[config.mk]
export PLATFORM = sky130hd
export DESIGN_NAME = vintc_top
export DESIGN_NICKNAME = d
export VERILOG_FILES = /design/src/rtl/vintc_pkg.sv /design/src/rtl/vintc_pin_trig.sv /design/src/rtl/vintc_tmr_stat.sv /design/src/rtl/vintc_arb.sv /design/src/rtl/vintc_top.sv
export SDC_FILE = /design/constraint.sdc
export NUM_CORES = 1
export LEC_CHECK = 0
export BUFFER_PORTS_ARGS = -buffer_cell sky130_fd_sc_hd__buf_4
export CAP_MARGIN = 20
export CORE_MARGIN = 3
export CORE_UTILIZATION = 55
export CTS_CLUSTER_DIAMETER = 120
export CTS_CLUSTER_SIZE = 8
export DETAILED_ROUTE_END_ITERATION = 10
export PLACE_DENSITY = 0.9
export SYNTH_ARGS = -nofsm -noshare
export SYNTH_HDL_FRONTEND = slang
export SYNTH_SLANG_ARGS = --single-unit
[constraint.sdc]
create_clock -name clk -period 3.9 [get_ports clk]
set_clock_uncertainty 0.15 [all_clocks]
set_input_delay 0.78 -clock clk [delete_from_list [all_inputs] [get_ports clk]]
set_output_delay 0.78 -clock clk [all_outputs]
set_load 0.01 [all_outputs]
[src/rtl/vintc_pkg.sv]
`timescale 1ns/1ps
package vintc_pkg;
    localparam int NPIN        = 4;
    localparam int NTMR        = 3;
    localparam int NSRC        = NPIN + 1;
    localparam int SIDX_W      = $clog2(NSRC);
    localparam int DW          = 8;
    localparam int AW          = 2;
    localparam int VEC_BASE    = 'h30;
    localparam int VEC_STEP    = 4;
    localparam int CTL_TEN_LSB = 4;

    typedef enum logic [AW-1:0] {
        RA_ENABLE = 2'd0,
        RA_MODE   = 2'd1,
        RA_CTRL   = 2'd2,
        RA_TSTAT  = 2'd3
    } reg_addr_e;

    typedef struct packed {
        logic              hit;
        logic [SIDX_W-1:0] idx;
    } grant_t;

    function automatic logic [DW-1:0] vec_of(input logic [SIDX_W-1:0] idx);
        return DW'(VEC_BASE + VEC_STEP * int'(idx));
    endfunction
endpackage

[src/rtl/vintc_pin_trig.sv]
`timescale 1ns/1ps
module vintc_pin_trig (
    input  logic clk,
    input  logic rst,
    input  logic pin,
    input  logic edge_mode,
    input  logic clr,
    output logic pend
);
    logic prev_q;
    logic latch_q;
    logic rise;

    assign rise = pin & ~prev_q;

    always_ff @(posedge clk) begin
        if (rst) begin
            prev_q  <= 1'b0;
            latch_q <= 1'b0;
        end else begin
            prev_q <= pin;
            if (!edge_mode)
                latch_q <= 1'b0;
            else if (rise)
                latch_q <= 1'b1;   // a fresh edge beats a same-cycle clear
            else if (clr)
                latch_q <= 1'b0;
        end
    end

    assign pend = edge_mode ? latch_q : pin;
endmodule

[src/rtl/vintc_tmr_stat.sv]
`timescale 1ns/1ps
module vintc_tmr_stat #(
    parameter int N = 3
) (
    input  logic         clk,
    input  logic         rst,
    input  logic [N-1:0] roll,
    input  logic [N-1:0] w1c,
    output logic [N-1:0] stat
);
    always_ff @(posedge clk) begin
        if (rst)
            stat <= '0;
        else
            stat <= (stat & ~w1c) | roll;
    end
endmodule

[src/rtl/vintc_arb.sv]
`timescale 1ns/1ps
module vintc_arb #(
    parameter int N  = 5,
    localparam int IW = $clog2(N)
) (
    input  logic [N-1:0]  req,
    output logic          hit,
    output logic [IW-1:0] idx
);
    always_comb begin
        hit = 1'b0;
        idx = '0;
        for (int i = N - 1; i >= 0; i--) begin
            if (req[i]) begin
                hit = 1'b1;
                idx = IW'(i);
            end
        end
    end
endmodule

[src/rtl/vintc_top.sv]
`timescale 1ns/1ps
module vintc_top
    import vintc_pkg::*;
(
    input  logic            clk,
    input  logic            rst,
    input  logic [NPIN-1:0] irq_pin,
    input  logic [NTMR-1:0] tmr_roll,
    input  logic            reg_we,
    input  logic [AW-1:0]   reg_addr,
    input  logic [DW-1:0]   reg_wdata,
    output logic [DW-1:0]   reg_rdata,
    output logic            cpu_irq,
    input  logic            cpu_ack,
    output logic [DW-1:0]   vec_out,
    output logic            vec_valid
);
    logic [NSRC-1:0] en_q;
    logic [NPIN-1:0] mode_q;
    logic            ctl_gmask;
    logic [NTMR-1:0] tmr_en_q;
    logic [NTMR-1:0] tmr_stat;
    logic [NTMR-1:0] tstat_w1c;
    logic [NPIN-1:0] pin_pend;
    logic [NPIN-1:0] ack_clr;
    logic [NSRC-1:0] src_req;
    logic            tmr_line;
    logic            ack_take;
    grant_t          grant;
    reg_addr_e       ra;
    logic            unused_wbits;

    assign ra           = reg_addr_e'(reg_addr);
    assign unused_wbits = ^reg_wdata;

    // configuration registers
    always_ff @(posedge clk) begin
        if (rst) begin
            en_q      <= '0;
            mode_q    <= '0;
            ctl_gmask <= 1'b0;
            tmr_en_q  <= '0;
        end else if (reg_we) begin
            case (ra)
                RA_ENABLE: en_q   <= reg_wdata[NSRC-1:0];
                RA_MODE:   mode_q <= reg_wdata[NPIN-1:0];
                RA_CTRL: begin
                    ctl_gmask <= reg_wdata[0];
                    tmr_en_q  <= reg_wdata[CTL_TEN_LSB +: NTMR];
                end
                default: ;
            endcase
        end
    end

    assign tstat_w1c = (reg_we && ra == RA_TSTAT) ? reg_wdata[NTMR-1:0] : '0;

    vintc_tmr_stat #(.N(NTMR)) u_tmr (
        .clk  (clk),
        .rst  (rst),
        .roll (tmr_roll),
        .w1c  (tstat_w1c),
        .stat (tmr_stat)
    );

    for (genvar g = 0; g < NPIN; g++) begin : g_pin
        assign ack_clr[g] = ack_take && (grant.idx == SIDX_W'(g));
        vintc_pin_trig u_trig (
            .clk       (clk),
            .rst       (rst),
            .pin       (irq_pin[g]),
            .edge_mode (mode_q[g]),
            .clr       (ack_clr[g]),
            .pend      (pin_pend[g])
        );
    end

    assign tmr_line = |(tmr_stat & tmr_en_q);
    assign src_req  = {tmr_line, pin_pend} & en_q & {NSRC{~ctl_gmask}};

    vintc_arb #(.N(NSRC)) u_arb (
        .req (src_req),
        .hit (grant.hit),
        .idx (grant.idx)
    );

    assign cpu_irq  = grant.hit & ~vec_valid;
    assign ack_take = cpu_ack & cpu_irq;

    always_ff @(posedge clk) begin
        if (rst) begin
            vec_out   <= '0;
            vec_valid <= 1'b0;
        end else begin
            vec_valid <= ack_take;
            if (ack_take)
                vec_out <= vec_of(grant.idx);
        end
    end

    always_comb begin
        reg_rdata = '0;
        case (ra)
            RA_ENABLE: reg_rdata[NSRC-1:0] = en_q;
            RA_MODE:   reg_rdata[NPIN-1:0] = mode_q;
            RA_CTRL: begin
                reg_rdata[0]                  = ctl_gmask;
                reg_rdata[CTL_TEN_LSB +: NTMR] = tmr_en_q;
            end
            RA_TSTAT:  reg_rdata[NTMR-1:0] = tmr_stat;
            default: ;
        endcase
    end
endmodule

==> impl_metrics.tcl <==
set metrics [dict create \
    status "complete, no violations" \
    overflow 0 \
    setup_violations 0 \
    drv_cap 0 \
    cpPeakStageDelay_ps 320 \
    rsz0062_at_grt "false" \
    regToRegSetupSlack_ps 2120 \
    path_max_fanout 4 \
    synthDominantCellAreaShare 0.4121 \
    crit_family "simple AND/OR/NAND/NOR gates" \
    r2r-start "mode_q[2]$_SDFFE_PP0P_" \
    ios 39 \
    diodes 0 \
    die-width_um 56.61 \
    cp_slowest_cell "nor4_1" \
    ys_ff_latch 29 \
    via_per_inst 5.587 \
    synth_area_um2 1409 \
    slew_headroom 0.6035 \
    die_y_um 56.61 \
    yosysMostFrequentCell "dfxtp_1" \
    root_buffer "clkbuf_4" \
    grt_pass1_vias 1203 \
    hold_viol_final 0 \
    core_um2 2318 \
    tns_ps 0 \
    leakage_nw 0.7318 \
    insertion_delay_ps 330 \
    synthCells 154 \
    nNetsFinal 206 \
    dp_hpwl_um 2323 \
    initial_core_util 0.6077 \
    drive_above_1_share 0.2703 \
    async_reset_ff_frac 0 \
    place_ws_ps 1105 \
    cp-startpoint "irq_pin[2]" \
    grt_pass1_wl_um 5292 \
    startpoint_type "input pin" \
    grt_usage 0.2119 \
    antenna_found_initial 0 \
    path_clk_slew_ps 80 \
    ys_seq_area_frac 0.4121 \
    detail_route.wl_per_cell_um 14.35 \
    hp-class "register to register" \
    tightest_slew_ps 593.5 \
    post_cts_buffers 0 \
    crit_top_cell "buf_4" \
    synth.top_cells.by_count "dfxtp_1, nor2_1, nand2_1" \
    place_congestion 0.8685 \
    cp_cell_sequence "buf_4 > mux2_4 > o2bb2ai_2 > nor4_1 > nor2_1 > buf_4" \
    numCtsBuffers 5 \
    slew_viol_final 0 \
    synth.yosys.warnings 0 \
    die_area_um2 3205 \
    r2r_cells 4 \
    postCtsHoldBufs 0 \
    dominantRegCellSynth "dfxtp_1" \
    worst_setup_path_end_kind "primary output" \
    placed_area_um2 1638 \
    synth_edf_count 0 \
    cts_resized 0 \
    cts.sinks 29 \
    rows 17 \
    irDropWorstVdd_uv 339.3 \
    path_depth 6 \
    crit_end "cpu_irq" \
    grt_start_max_net_pins 25 \
    fin_util 0.7302 \
    fmax_mhz 353.2 \
    fin_ws_ps 1069 \
    port_buffers 33 \
    synthTopCellsByArea "dfxtp_1, mux2i_1, a21oi_1" \
    ys_types 38 \
    regArea_um2 580.6 \
    cts_buffer_depth 2 \
    routed_wl_um 3056 \
    syn_area_per_cell_um2 9.148 \
    ant_nets 0 \
    synth_top_cell_by_area "dfxtp_1" \
    multiInputGateArea_um2 767.0 \
    fillers 166 \
    worst-path-buf-inv 2 \
    drcViolationCount 0 \
    criticalPathCategory "input pin to primary output" \
    drtIter0Drc 44 \
    cts_tree "done" \
    arrival_ps 1900 \
    r2r-end "vec_out[2]$_SDFFE_PP0P_" \
    num_vias 1190 \
    firstDrtPassIters 4 \
    area_growth_pct 20.16 \
    cts_max_level 2 \
    post-route-period-util 0.7260 \
    powerDensity_nw_per_um2 340.5 \
    cp.required_ps 2970 \
    fin_crit_ps 2831 \
    hold_start "g_pin[3].u_trig.latch_q$_SDFFE_PP0P_" \
    fin_area_um2 1693 \
]
[how the worst min path moves through the flow]
stage                                      endpoint  slack, ps  cells after the start
4_1_cts                    tmr_en_q[2]$_SDFFE_PP0P_        320                      2
5_1_grt                     vec_out[2]$_SDFFE_PP0P_        350                      2
2_1_floorplan              tmr_en_q[2]$_SDFFE_PP0P_        290                      2
6_report       g_pin[3].u_trig.latch_q$_SDFFE_PP0P_        330                      2
3_3_place_gp                vec_out[2]$_SDFFE_PP0P_        300                      2
3_5_place_dp               tmr_en_q[2]$_SDFFE_PP0P_        310                      2
[cells by family after synthesis]
group / after synthesis / synth area share
compound gates: 30 / 0.1643
buf+inv: 14 / 0.05151
flops: 29 / 0.4121
mux: 18 / 0.1448
other cells: 1 / 0.002662
simple gates: 62 / 0.2247
[power by group]
group | switching (W) | internal [W] | total [W]
clock network | 0.0000986 | 0.0000849 | 0.000184
registers | 0.00000765 | 0.000306 | 0.000314
logic | 0.0000399 | 0.0000391 | 0.0000790
[per-stage QoR]
step | hold WS, ps | instances | power (W)
after floorplan | 294.1 | 157 | 0.0003699
after global placement | 299.6 | 206 | 0.0003962
after detailed placement | 308.8 | 206 | 0.0003995
after CTS | 323.0 | 213 | 0.0005815
after global routing | 346.1 | 213 | 0.0006071
final | 326.2 | 213 | 0.0005765
[worst reg2reg max path, delay by kind of cell, from the launching register on]
kind	cells	cell delay, ps
AOI/OAI and AO/OA	2	580
DFF	1	410
muxes	2	560
[cell type report]
| type | count | share of cell area |
|---|---|---|
| timing repair buffer | 33 | 0.1463 |
| multi-input combinational | 114 | 0.4531 |
| clock buffer | 7 | 0.03252 |
| tap | 28 | 0.02069 |
| sequential | 29 | 0.3429 |
| inverter | 2 | 0.004435 |
[registers in the layout (all words and copies together), names as in the netlist]
signal,cells
en_q,5
g_pin.u_trig.prev_q,4
vec_out,4
u_tmr.stat,3
tmr_en_q,3
mode_q,4
ctl_gmask,1
vec_valid,1
g_pin.u_trig.latch_q,4
[placed cells by master (no fill, tap or decap), types with 3 or more instances in the layout]
cell	n
clkbuf_4	5
dfxtp_1	29
nand3_1	4
nor2b_1	7
nand2b_1	8
a21oi_1	13
conb_1	4
nand2_1	15
mux2i_1	14
nor2_1	17
and2_1	3
buf_4	33
[layer usage]
layer / GRT usage / part of all wire / vias up
li1: - / - / 589
met1: 0.2489 / 0.41 / 557
met2: 0.3630 / 0.51 / 39
met3: 0.06437 / 0.063 / 5
met4: 0.07119 / 0.013 / 0
met5: 0 / 0 / -
(Power assumes the default switching activity.)
